### src/rtl/pwm_tmr_pkg.sv
package pwm_tmr_pkg;

  typedef enum logic [1:0] {
    MODE_NORMAL = 2'd0,
    MODE_PHASE  = 2'd1,
    MODE_CTC    = 2'd2,
    MODE_FAST   = 2'd3
  } cnt_mode_e;

  typedef enum logic [1:0] {
    OUT_OFF    = 2'd0,
    OUT_TOGGLE = 2'd1,
    OUT_CLEAR  = 2'd2,
    OUT_SET    = 2'd3
  } out_mode_e;

  localparam int unsigned NUM_CH = 2;
  localparam int unsigned ADDR_W = 2;

  localparam logic [ADDR_W-1:0] ADDR_CTRL  = 2'd0;
  localparam logic [ADDR_W-1:0] ADDR_CMP_A = 2'd1;
  localparam logic [ADDR_W-1:0] ADDR_CMP_B = 2'd2;
  localparam logic [ADDR_W-1:0] ADDR_FLAGS = 2'd3;

endpackage

### src/rtl/pwm_tmr_regs.sv
module pwm_tmr_regs
  import pwm_tmr_pkg::*;
#(
  parameter int unsigned DW = 8
) (
  input  logic                    clk,
  input  logic                    rst_n,
  input  logic                    bus_we,
  input  logic [ADDR_W-1:0]       bus_addr,
  input  logic [DW-1:0]           bus_wdata,
  input  logic                    set_ovf,
  input  logic [NUM_CH-1:0]       set_match,
  output cnt_mode_e               mode,
  output logic [NUM_CH-1:0][1:0]  out_mode,
  output logic [NUM_CH-1:0]       cmp_we,
  output logic                    ovf_flag,
  output logic [NUM_CH-1:0]       match_flag
);

  localparam int unsigned FW = NUM_CH + 1;

  logic [7:0]    ctrl_q, ctrl_d;
  logic [FW-1:0] flag_q, flag_d;
  logic [FW-1:0] flag_set, flag_clr;

  always_comb begin
    ctrl_d = ctrl_q;
    if (bus_we && bus_addr == ADDR_CTRL) ctrl_d = bus_wdata[7:0];
  end

  assign flag_set = {set_match, set_ovf};
  assign flag_clr = (bus_we && bus_addr == ADDR_FLAGS) ? bus_wdata[FW-1:0] : '0;

  always_comb begin
    flag_d = flag_set | (flag_q & ~flag_clr);
  end

  always_ff @(posedge clk or negedge rst_n) begin
    if (!rst_n) begin
      ctrl_q <= '0;
      flag_q <= '0;
    end else begin
      ctrl_q <= ctrl_d;
      flag_q <= flag_d;
    end
  end

  assign mode        = cnt_mode_e'(ctrl_q[1:0]);
  assign out_mode[0] = ctrl_q[7:6];
  assign out_mode[1] = ctrl_q[5:4];
  assign cmp_we[0]   = bus_we && (bus_addr == ADDR_CMP_A);
  assign cmp_we[1]   = bus_we && (bus_addr == ADDR_CMP_B);
  assign ovf_flag    = flag_q[0];
  assign match_flag  = flag_q[FW-1:1];

endmodule

### src/rtl/pwm_tmr_counter.sv
module pwm_tmr_counter
  import pwm_tmr_pkg::*;
#(
  parameter int unsigned CNT_W = 8
) (
  input  logic             clk,
  input  logic             rst_n,
  input  logic             tick,
  input  cnt_mode_e        mode,
  input  logic [CNT_W-1:0] ctc_top,
  output logic [CNT_W-1:0] count,
  output logic             dir_down,
  output logic             at_max,
  output logic             ovf_ev,
  output logic             upd_ev
);

  localparam logic [CNT_W-1:0] ZERO  = '0;
  localparam logic [CNT_W-1:0] ONE   = {{(CNT_W-1){1'b0}}, 1'b1};
  localparam logic [CNT_W-1:0] MAX   = '1;
  localparam logic [CNT_W-1:0] MAXM1 = MAX - ONE;

  logic [CNT_W-1:0] cnt_q, cnt_d;
  logic             dir_q, dir_d;

  always_comb begin
    cnt_d = cnt_q;
    dir_d = (mode == MODE_PHASE) ? dir_q : 1'b0;
    if (tick) begin
      unique case (mode)
        MODE_PHASE: begin
          if (!dir_q) begin
            if (cnt_q == MAX) begin
              cnt_d = MAXM1;
              dir_d = 1'b1;
            end else begin
              cnt_d = cnt_q + ONE;
            end
          end else begin
            if (cnt_q == ZERO) begin
              cnt_d = ONE;
              dir_d = 1'b0;
            end else begin
              cnt_d = cnt_q - ONE;
            end
          end
        end
        MODE_CTC:  cnt_d = (cnt_q == ctc_top) ? ZERO : cnt_q + ONE;
        default:   cnt_d = cnt_q + ONE;
      endcase
    end
  end

  always_ff @(posedge clk or negedge rst_n) begin
    if (!rst_n) begin
      cnt_q <= ZERO;
      dir_q <= 1'b0;
    end else begin
      cnt_q <= cnt_d;
      dir_q <= dir_d;
    end
  end

  assign count    = cnt_q;
  assign dir_down = dir_q;
  assign at_max   = tick && (cnt_q == MAX);
  assign ovf_ev   = (mode == MODE_PHASE) ? (tick && dir_q && cnt_q == ZERO) : at_max;
  assign upd_ev   = (mode == MODE_PHASE || mode == MODE_FAST) && at_max;

endmodule

### src/rtl/pwm_tmr_cmpbuf.sv
module pwm_tmr_cmpbuf #(
  parameter int unsigned CNT_W = 8
) (
  input  logic             clk,
  input  logic             rst_n,
  input  logic             wr,
  input  logic [CNT_W-1:0] wr_val,
  input  logic             buffered,
  input  logic             upd_ev,
  output logic [CNT_W-1:0] active
);

  logic [CNT_W-1:0] shd_q, shd_d;
  logic [CNT_W-1:0] act_q, act_d;

  always_comb begin
    shd_d = wr ? wr_val : shd_q;
    act_d = act_q;
    if (wr && !buffered)        act_d = wr_val;
    else if (buffered && upd_ev) act_d = shd_q;
  end

  always_ff @(posedge clk or negedge rst_n) begin
    if (!rst_n) begin
      shd_q <= '0;
      act_q <= '0;
    end else begin
      shd_q <= shd_d;
      act_q <= act_d;
    end
  end

  assign active = act_q;

endmodule

### src/rtl/pwm_tmr_wave.sv
module pwm_tmr_wave
  import pwm_tmr_pkg::*;
(
  input  logic      clk,
  input  logic      rst_n,
  input  logic      match,
  input  logic      wrap_ev,
  input  logic      dir_down,
  input  cnt_mode_e mode,
  input  logic [1:0] out_mode,
  output logic      wave,
  output logic      wave_en
);

  out_mode_e om;
  logic      lvl_q, lvl_d;
  logic      set_lvl;

  assign om      = out_mode_e'(out_mode);
  assign set_lvl = (om == OUT_SET);

  always_comb begin
    lvl_d = lvl_q;
    unique case (om)
      OUT_OFF:    lvl_d = lvl_q;
      OUT_TOGGLE: if (match) lvl_d = ~lvl_q;
      default: begin
        unique case (mode)
          MODE_FAST: begin
            if (wrap_ev)    lvl_d = ~set_lvl;
            else if (match) lvl_d = set_lvl;
          end
          MODE_PHASE: begin
            if (match) lvl_d = dir_down ? ~set_lvl : set_lvl;
          end
          default: begin
            if (match) lvl_d = set_lvl;
          end
        endcase
      end
    endcase
  end

  always_ff @(posedge clk or negedge rst_n) begin
    if (!rst_n) lvl_q <= 1'b0;
    else        lvl_q <= lvl_d;
  end

  assign wave_en = (om != OUT_OFF);
  assign wave    = wave_en & lvl_q;

endmodule

### src/rtl/pwm_timer8.sv
module pwm_timer8
  import pwm_tmr_pkg::*;
#(
  parameter int unsigned CNT_W = 8
) (
  input  logic             clk,
  input  logic             rst_n,
  input  logic             tick,
  input  logic             bus_we,
  input  logic [1:0]       bus_addr,
  input  logic [CNT_W-1:0] bus_wdata,
  output logic [CNT_W-1:0] count,
  output logic             ovf_flag,
  output logic             match_a_flag,
  output logic             match_b_flag,
  output logic             wave_a,
  output logic             wave_a_en,
  output logic             wave_b,
  output logic             wave_b_en
);

  logic [1:0]              rst_pipe;
  logic                    rst_int_n;
  cnt_mode_e               ctrl_mode;
  logic [NUM_CH-1:0][1:0]  out_mode;
  logic [NUM_CH-1:0]       cmp_we;
  logic [NUM_CH-1:0]       match_flag;
  logic [NUM_CH-1:0]       match_ev;
  logic [NUM_CH-1:0]       wave_vec;
  logic [NUM_CH-1:0]       wave_en_vec;
  logic [CNT_W-1:0]        act_cmp [NUM_CH];
  logic [CNT_W-1:0]        act_a;
  logic                    dir_down, at_max, ovf_ev, upd_ev, buffered;

  always_ff @(posedge clk or negedge rst_n) begin
    if (!rst_n) rst_pipe <= 2'b00;
    else        rst_pipe <= {rst_pipe[0], 1'b1};
  end
  assign rst_int_n = rst_pipe[1];

  pwm_tmr_regs #(.DW(CNT_W)) u_regs (
    .clk        (clk),
    .rst_n      (rst_int_n),
    .bus_we     (bus_we),
    .bus_addr   (bus_addr),
    .bus_wdata  (bus_wdata),
    .set_ovf    (ovf_ev),
    .set_match  (match_ev),
    .mode       (ctrl_mode),
    .out_mode   (out_mode),
    .cmp_we     (cmp_we),
    .ovf_flag   (ovf_flag),
    .match_flag (match_flag)
  );

  assign act_a = act_cmp[0];

  pwm_tmr_counter #(.CNT_W(CNT_W)) u_cnt (
    .clk      (clk),
    .rst_n    (rst_int_n),
    .tick     (tick),
    .mode     (ctrl_mode),
    .ctc_top  (act_a),
    .count    (count),
    .dir_down (dir_down),
    .at_max   (at_max),
    .ovf_ev   (ovf_ev),
    .upd_ev   (upd_ev)
  );

  assign buffered = (ctrl_mode == MODE_PHASE) || (ctrl_mode == MODE_FAST);

  for (genvar ch = 0; ch < NUM_CH; ch++) begin : g_ch
    pwm_tmr_cmpbuf #(.CNT_W(CNT_W)) u_buf (
      .clk      (clk),
      .rst_n    (rst_int_n),
      .wr       (cmp_we[ch]),
      .wr_val   (bus_wdata),
      .buffered (buffered),
      .upd_ev   (upd_ev),
      .active   (act_cmp[ch])
    );

    assign match_ev[ch] = tick && (count == act_cmp[ch]);

    pwm_tmr_wave u_wave (
      .clk      (clk),
      .rst_n    (rst_int_n),
      .match    (match_ev[ch]),
      .wrap_ev  (at_max),
      .dir_down (dir_down),
      .mode     (ctrl_mode),
      .out_mode (out_mode[ch]),
      .wave     (wave_vec[ch]),
      .wave_en  (wave_en_vec[ch])
    );
  end

  assign match_a_flag = match_flag[0];
  assign match_b_flag = match_flag[1];
  assign wave_a       = wave_vec[0];
  assign wave_a_en    = wave_en_vec[0];
  assign wave_b       = wave_vec[1];
  assign wave_b_en    = wave_en_vec[1];

endmodule

### config.mk
export PLATFORM = sky130hd
export DESIGN_NAME = pwm_timer8
export DESIGN_NICKNAME = d
export VERILOG_FILES = /design/src/rtl/pwm_tmr_pkg.sv /design/src/rtl/pwm_tmr_regs.sv /design/src/rtl/pwm_tmr_counter.sv /design/src/rtl/pwm_tmr_cmpbuf.sv /design/src/rtl/pwm_tmr_wave.sv /design/src/rtl/pwm_timer8.sv
export SDC_FILE = /design/constraint.sdc
export NUM_CORES = 1
export LEC_CHECK = 0
export BUFFER_PORTS_ARGS = -buffer_cell sky130_fd_sc_hd__buf_4
export CORE_UTILIZATION = 60
export CTS_BUF_LIST = sky130_fd_sc_hd__clkbuf_2
export CTS_CLUSTER_SIZE = 24
export DETAILED_ROUTE_END_ITERATION = 7
export PLACE_DENSITY = 0.89
export SYNTH_ARGS = -nofsm -noshare
export SYNTH_HDL_FRONTEND = slang
export SYNTH_SLANG_ARGS = --single-unit
### constraint.sdc
create_clock -name clk -period 3 [get_ports clk]
set_input_delay 0.15 -clock clk [delete_from_list [all_inputs] [get_ports clk]]
set_output_delay 0.15 -clock clk [all_outputs]
set_load 0.005 [all_outputs]
* After elaboration in Yosys (flattened, before gate mapping)
Index checks and enable logic that the tools add are counted.
** Word-level totals
- Logic and storage cells :: 97
- Input bits :: 14
- Register bits :: 56
- Output and inout port bits :: 15
** Cells by class
- Bitwise operators :: 11
- Add/sub/neg operators :: 2
- Muxes and demuxes :: 31
- Equality and inequality tests :: 17
- Reduce and logical (&&, ||, !) cells :: 25
** Operator list (count)
- two-way mux 8 bit :: 8
- two-way mux 1 bit :: 17
- equality test 8 bit :: 2
- case mux 8 bit (2 select lines) :: 1
- logical AND 1 bit :: 13
- equality test 2 bit (second input constant) :: 6
- adder 8 x 1 -> 8 bit (second input constant) :: 1
- equality test 2 x 1 -> 1 bit (second input constant) :: 4
- equality test 8 bit (second input constant) :: 1
- zero test 8 bit :: 1
- != test 2 x 1 -> 1 bit (second input constant) :: 4
- case mux 1 bit (2 select lines) :: 4
- nonzero test 2 bit :: 4
- subtractor 8 x 1 -> 8 bit (second input constant) :: 1
- zero test 2 bit :: 3
- inverter 1 bit :: 6
- AND reduction 3 bit :: 2
- AND 3 bit :: 1
- two-way mux 3 bit :: 1
- inverter 3 bit :: 1
- OR 3 bit :: 1
- AND 1 bit :: 2
- zero test 1 bit :: 1
- logical OR 1 bit :: 1

* Logic depth before layout (Yosys ltp)
- Depth in word-level cells :: 6
- Mapped depth :: 9

* Cells and area by module
Synthesis repeated with hierarchy kept, for this count alone.
** Second synthesis, totals
- Cell total of the unflattened synthesis :: 316
- Area, all modules :: 3454.6 um^2
** Modules (own cells, without submodules)
- pwm_tmr_cmpbuf :: times used 2, area an instance 779.5 um^2, cells each 52
- pwm_tmr_counter :: times used 1, area an instance 989.7 um^2, cells each 121
- pwm_tmr_regs :: times used 1, area an instance 370.4 um^2, cells each 25
- pwm_tmr_wave :: times used 2, area an instance 146.4 um^2, cells each 19
- pwm_timer8 :: times used 1, area an instance 242.7 um^2, cells each 28

* Worst setup path before layout
Ideal clock, no wire load.
- Path kind :: register -> register
- Start point :: register u_cnt.cnt_q[1] (netlist: u_cnt.count[1])
- End point :: register u_cnt.cnt_q[7] (netlist: u_cnt.count[7])
- Required time :: 2.874 ns
- Path slack :: 1.107 ns
- Cell stages (with the launch flop) :: 9
- Arrival :: 1.767 ns
- Clock period less this slack :: 1.893 ns
- Path buffers :: 1
- Cells stage by stage :: dfrtp_1 ha_1 and3_1 buf_2 a21oi_1 nor3b_4 o41ai_1 nand2_1 a221o_1
** Between the ends
- Word-level cells in the longest chain between the ends :: 4
- Elaborated cells between the ends (all ways) :: 10
- Those cells by class :: add/sub: 2; eq/ne: 2; mux: 5; reduce/logical: 1
** Ends and longest elaborated chain
- start: declaration :: line pwm_tmr_counter.sv:23 : logic [CNT_W-1:0] cnt_q, cnt_d;
- start signal: assignment :: line pwm_tmr_counter.sv:59 : cnt_q <= cnt_d;
- adder 8 x 1 -> 8 bit (tied with other cells) :: line pwm_tmr_counter.sv:37, pwm_tmr_counter.sv:48, pwm_tmr_counter.sv:49
- two-way mux 8 bit, on equally long branches :: line pwm_tmr_counter.sv:33, pwm_tmr_counter.sv:40
- two-way mux 8 bit :: line pwm_tmr_counter.sv:32 : if (!dir_q) begin
- case mux 8 bit (2 select lines) (*) :: line pwm_tmr_counter.sv:30 : unique case (mode)
Mark *: on every way between the ends. The rest lies on a longest branch, timed or not.
A chain may end at the register's enable or synchronous reset.

* Final worst setup path
- Start point :: register u_cnt.cnt_q[4] (netlist: u_cnt.count[4])
- End point :: register u_cnt.cnt_q[7] (netlist: u_cnt.count[7])
Same word-level chain as after synthesis.

==> results.cfg <==
[clock_network]
cts.sinks = 54
clk_path_buf_depth = 2
cts_buffers = 5
ctsResizeCount = 0
htree_levels = 2
root_buffer = clkbuf_2
path_clk_slew_ps = 310
clk_latency_ps = 470
cts_tree = yes

[critical_path]
regToRegSetupSlack_ps = 740
startpoint = u_cnt.count[4]
cp-end-kind = register
critPathRequiredTime_ps = 3370
worstSetupStartpointType = register
crit_fanout = 15
criticalPathCategory = reg2reg
rr_worst_depth = 6
r2r_start = u_cnt.count[4]
crit_arrival_ps = 2630

[min_path]
worst_hold_startpoint = bus_addr[0]
min_path_cells = 4
hp-class = in2reg

[sta]
finalSetupViolCount = 0
rsz0062_at_grt = no
finalHoldViolCount = 0
fin_crit_ps = 2260
finalClockSkew_ps = 34.6
fin_ws_ps = 739
fin_hold_ws_ps = 18.2
worstMarginPinSlew_ps = 1120
fmax_mhz = 442
finalCritPeriodShare_pct = 75.4
drv_slew = 0
fin_tns_setup_ps = 0
slew_headroom_pct = 25.5

[floorplanning]
dieArea_um2 = 5280
placeableCoreArea_um2 = 4750
chipHeight_um = 72.7
placement_rows = 25
start_util_pct = 63.0
io_pins = 29
die_x_um = 72.7

[power]
cellLeakagePower_nw = 1.51
p_per_area_nw_per_um2 = 712
ir_worst_vdd_mv = 0.458

[logic_synthesis]
yosysTopAreaCell = dfrtp_1
yosysSeqAreaShare_pct = 45.1
synth_area_leaders = dfrtp_1, nand2_1, mux2_2
synth_top_area_share_pct = 45.1
yosysWarningCount = 0
synth_edf_count = 0
synth_commonest_cells = dfrtp_1, nand2_1, o21ai_0
ys_types = 51
syn_area_per_cell_um2 = 9.79
synth.most_common_cell = dfrtp_1
netlist_instances = 306
synth-seq-cells = 54
async_reset_ff_share_pct = 100
dominantRegCellSynth = dfrtp_1
syn_area_um2 = 3000
synth_nets = 326

[outcome]
status = complete, no violations

[route]
wl_met1_um = 3000
dr_wl_met3_um = 258
maxUsedRoutingLayer = met4
drc = 0
first_pass_iters = 4
viasPerCell = 6.08
drt_wl_total_um = 6930
wl_met2_um = 3500
wl_per_cell_um = 17.1
routed-via-count = 2467
ant_nets = 0
dr.first_iter.drc_count = 149

[global_routing]
grt_pass1_wl_um = 11100
grt_max_degree = 53
track_usage_pct = 28.0
grt-ovfl-total = 0
grt_pass1_vias = 2355
antenna_found_initial = 0

[layout]
area_growth_pct = 13.8
diodes = 0
nets = 358
drive_gt1_share_pct = 19.2
fill_cells = 373

[flow_run]
drv_cap = 0

[placement]
dp_hpwl_um = 4790
gp_congestion = 0.904
pre_cts_ws_ps = 829
port_buffers = 28
## state kept, by name, indices dropped and copies added (netlist names)
register           flops
g_ch.u_wave.lvl_q      2
u_cnt.dir_down         1
u_cnt.count            8
g_ch.u_buf.shd_q      16
u_regs.flag_q          3
g_ch.u_buf.active     16
u_regs.ctrl_q          6
rst_pipe               2
## layout make-up
type / instances / area [um^2] / share of cell area, %
Inverter: 12 / 45.0 / 1.32
Tap cell: 67 / 83.8 / 2.46
Sequential cell: 54 / 1350 / 39.7
Clock buffer: 5 / 25.0 / 0.734
Clock inverter: 3 / 47.5 / 1.39
Timing Repair Buffer: 43 / 350 / 10.3
Multi-Input combinational cell: 222 / 1510 / 44.2
## routing by layer
layer	vias up	global-route usage, %
met4	0	11.8
met1	1228	35.4
met5	-	0
li1	1145	-
met2	77	47.5
met3	17	4.83
## critical path, cell delays in order (launching register included)
cell and delay, ps:
dfrtp_1 620, nor4_1 530, nand4_1 240, nor3b_4 250, o41ai_1 90, nand2_1 90, a221o_1 350
## cells in the final DEF (no fill, tap or decap), types with 3 or more instances in the layout
cell type      synthesis  final
mux2_2                15     15
ha_1                   6      6
a21o_1                 3      3
buf_4                  1     32
clkbuf_2               0      5
mux2i_1               12     12
o21ai_0               28     28
and2_1                 3      3
and3_1                 4      4
a21oi_1                4      4
nor2_1                14     14
nor3_1                 7      7
nand3_1                6      6
dfrtp_1               54     53
a211o_1                3      3
nand2_1               46     46
dlygate4sd3_1          0     11
xor2_1                11     11
nand4_1                6      6
inv_1                 12     12
xnor2_1                7      7
nor4_2                 3      3
nand2b_1               3      3
a22oi_1                7      7
## metrics by stage
stage	std cells	utilization, %	power (W)	area, um^2
after floorplan	306	-	0.00174	3000
after global placement	387	67.9	0.00197	3230
after detailed placement	387	67.9	0.00203	3230
after CTS	406	71.7	0.00242	3410
after global routing	406	71.7	0.00257	3410
final	406	71.7	0.00243	3410
## what timing repair did
| action | CTS | global route |
|---|---|---|
| hold buffers | 11 | 0 |
| setup buffers | 0 | 0 |
| endpoints found under the hold margin | 39 | 0 |
| endpoints found under the setup margin | 0 | 0 |
## logic make-up after synthesis
logic type	after synthesis	synth area share, %
flip-flops	54	45.1
XOR/XNOR	18	5.26
adder cells (fa/ha/maj)	6	2.51
AO/OA/AOI/OAI	66	15.1
AND/OR/NAND/NOR	104	17.7
buffers and inverters	30	4.63
multiplexers	27	9.65
other	1	0.125
## final timing paths
path | endpoint
setup / recovery | u_cnt.count[7]
hold / removal | u_regs.ctrl_q[6]
setup reg to reg | u_cnt.count[7]
hold reg to reg | rst_pipe[1]
max in group asynchronous | g_ch[1].u_buf.active[3]
min in group asynchronous | rst_pipe[1]
## power breakdown
group | internal (W) | switching [W] | total [W]
combinational | 0.000435 | 0.000389 | 0.000824
clock | 0.000146 | 0.000245 | 0.000391
sequential | 0.000915 | 0.000299 | 0.00121
total | 0.00150 | 0.000934 | 0.00243
(Power assumes the default switching activity.)
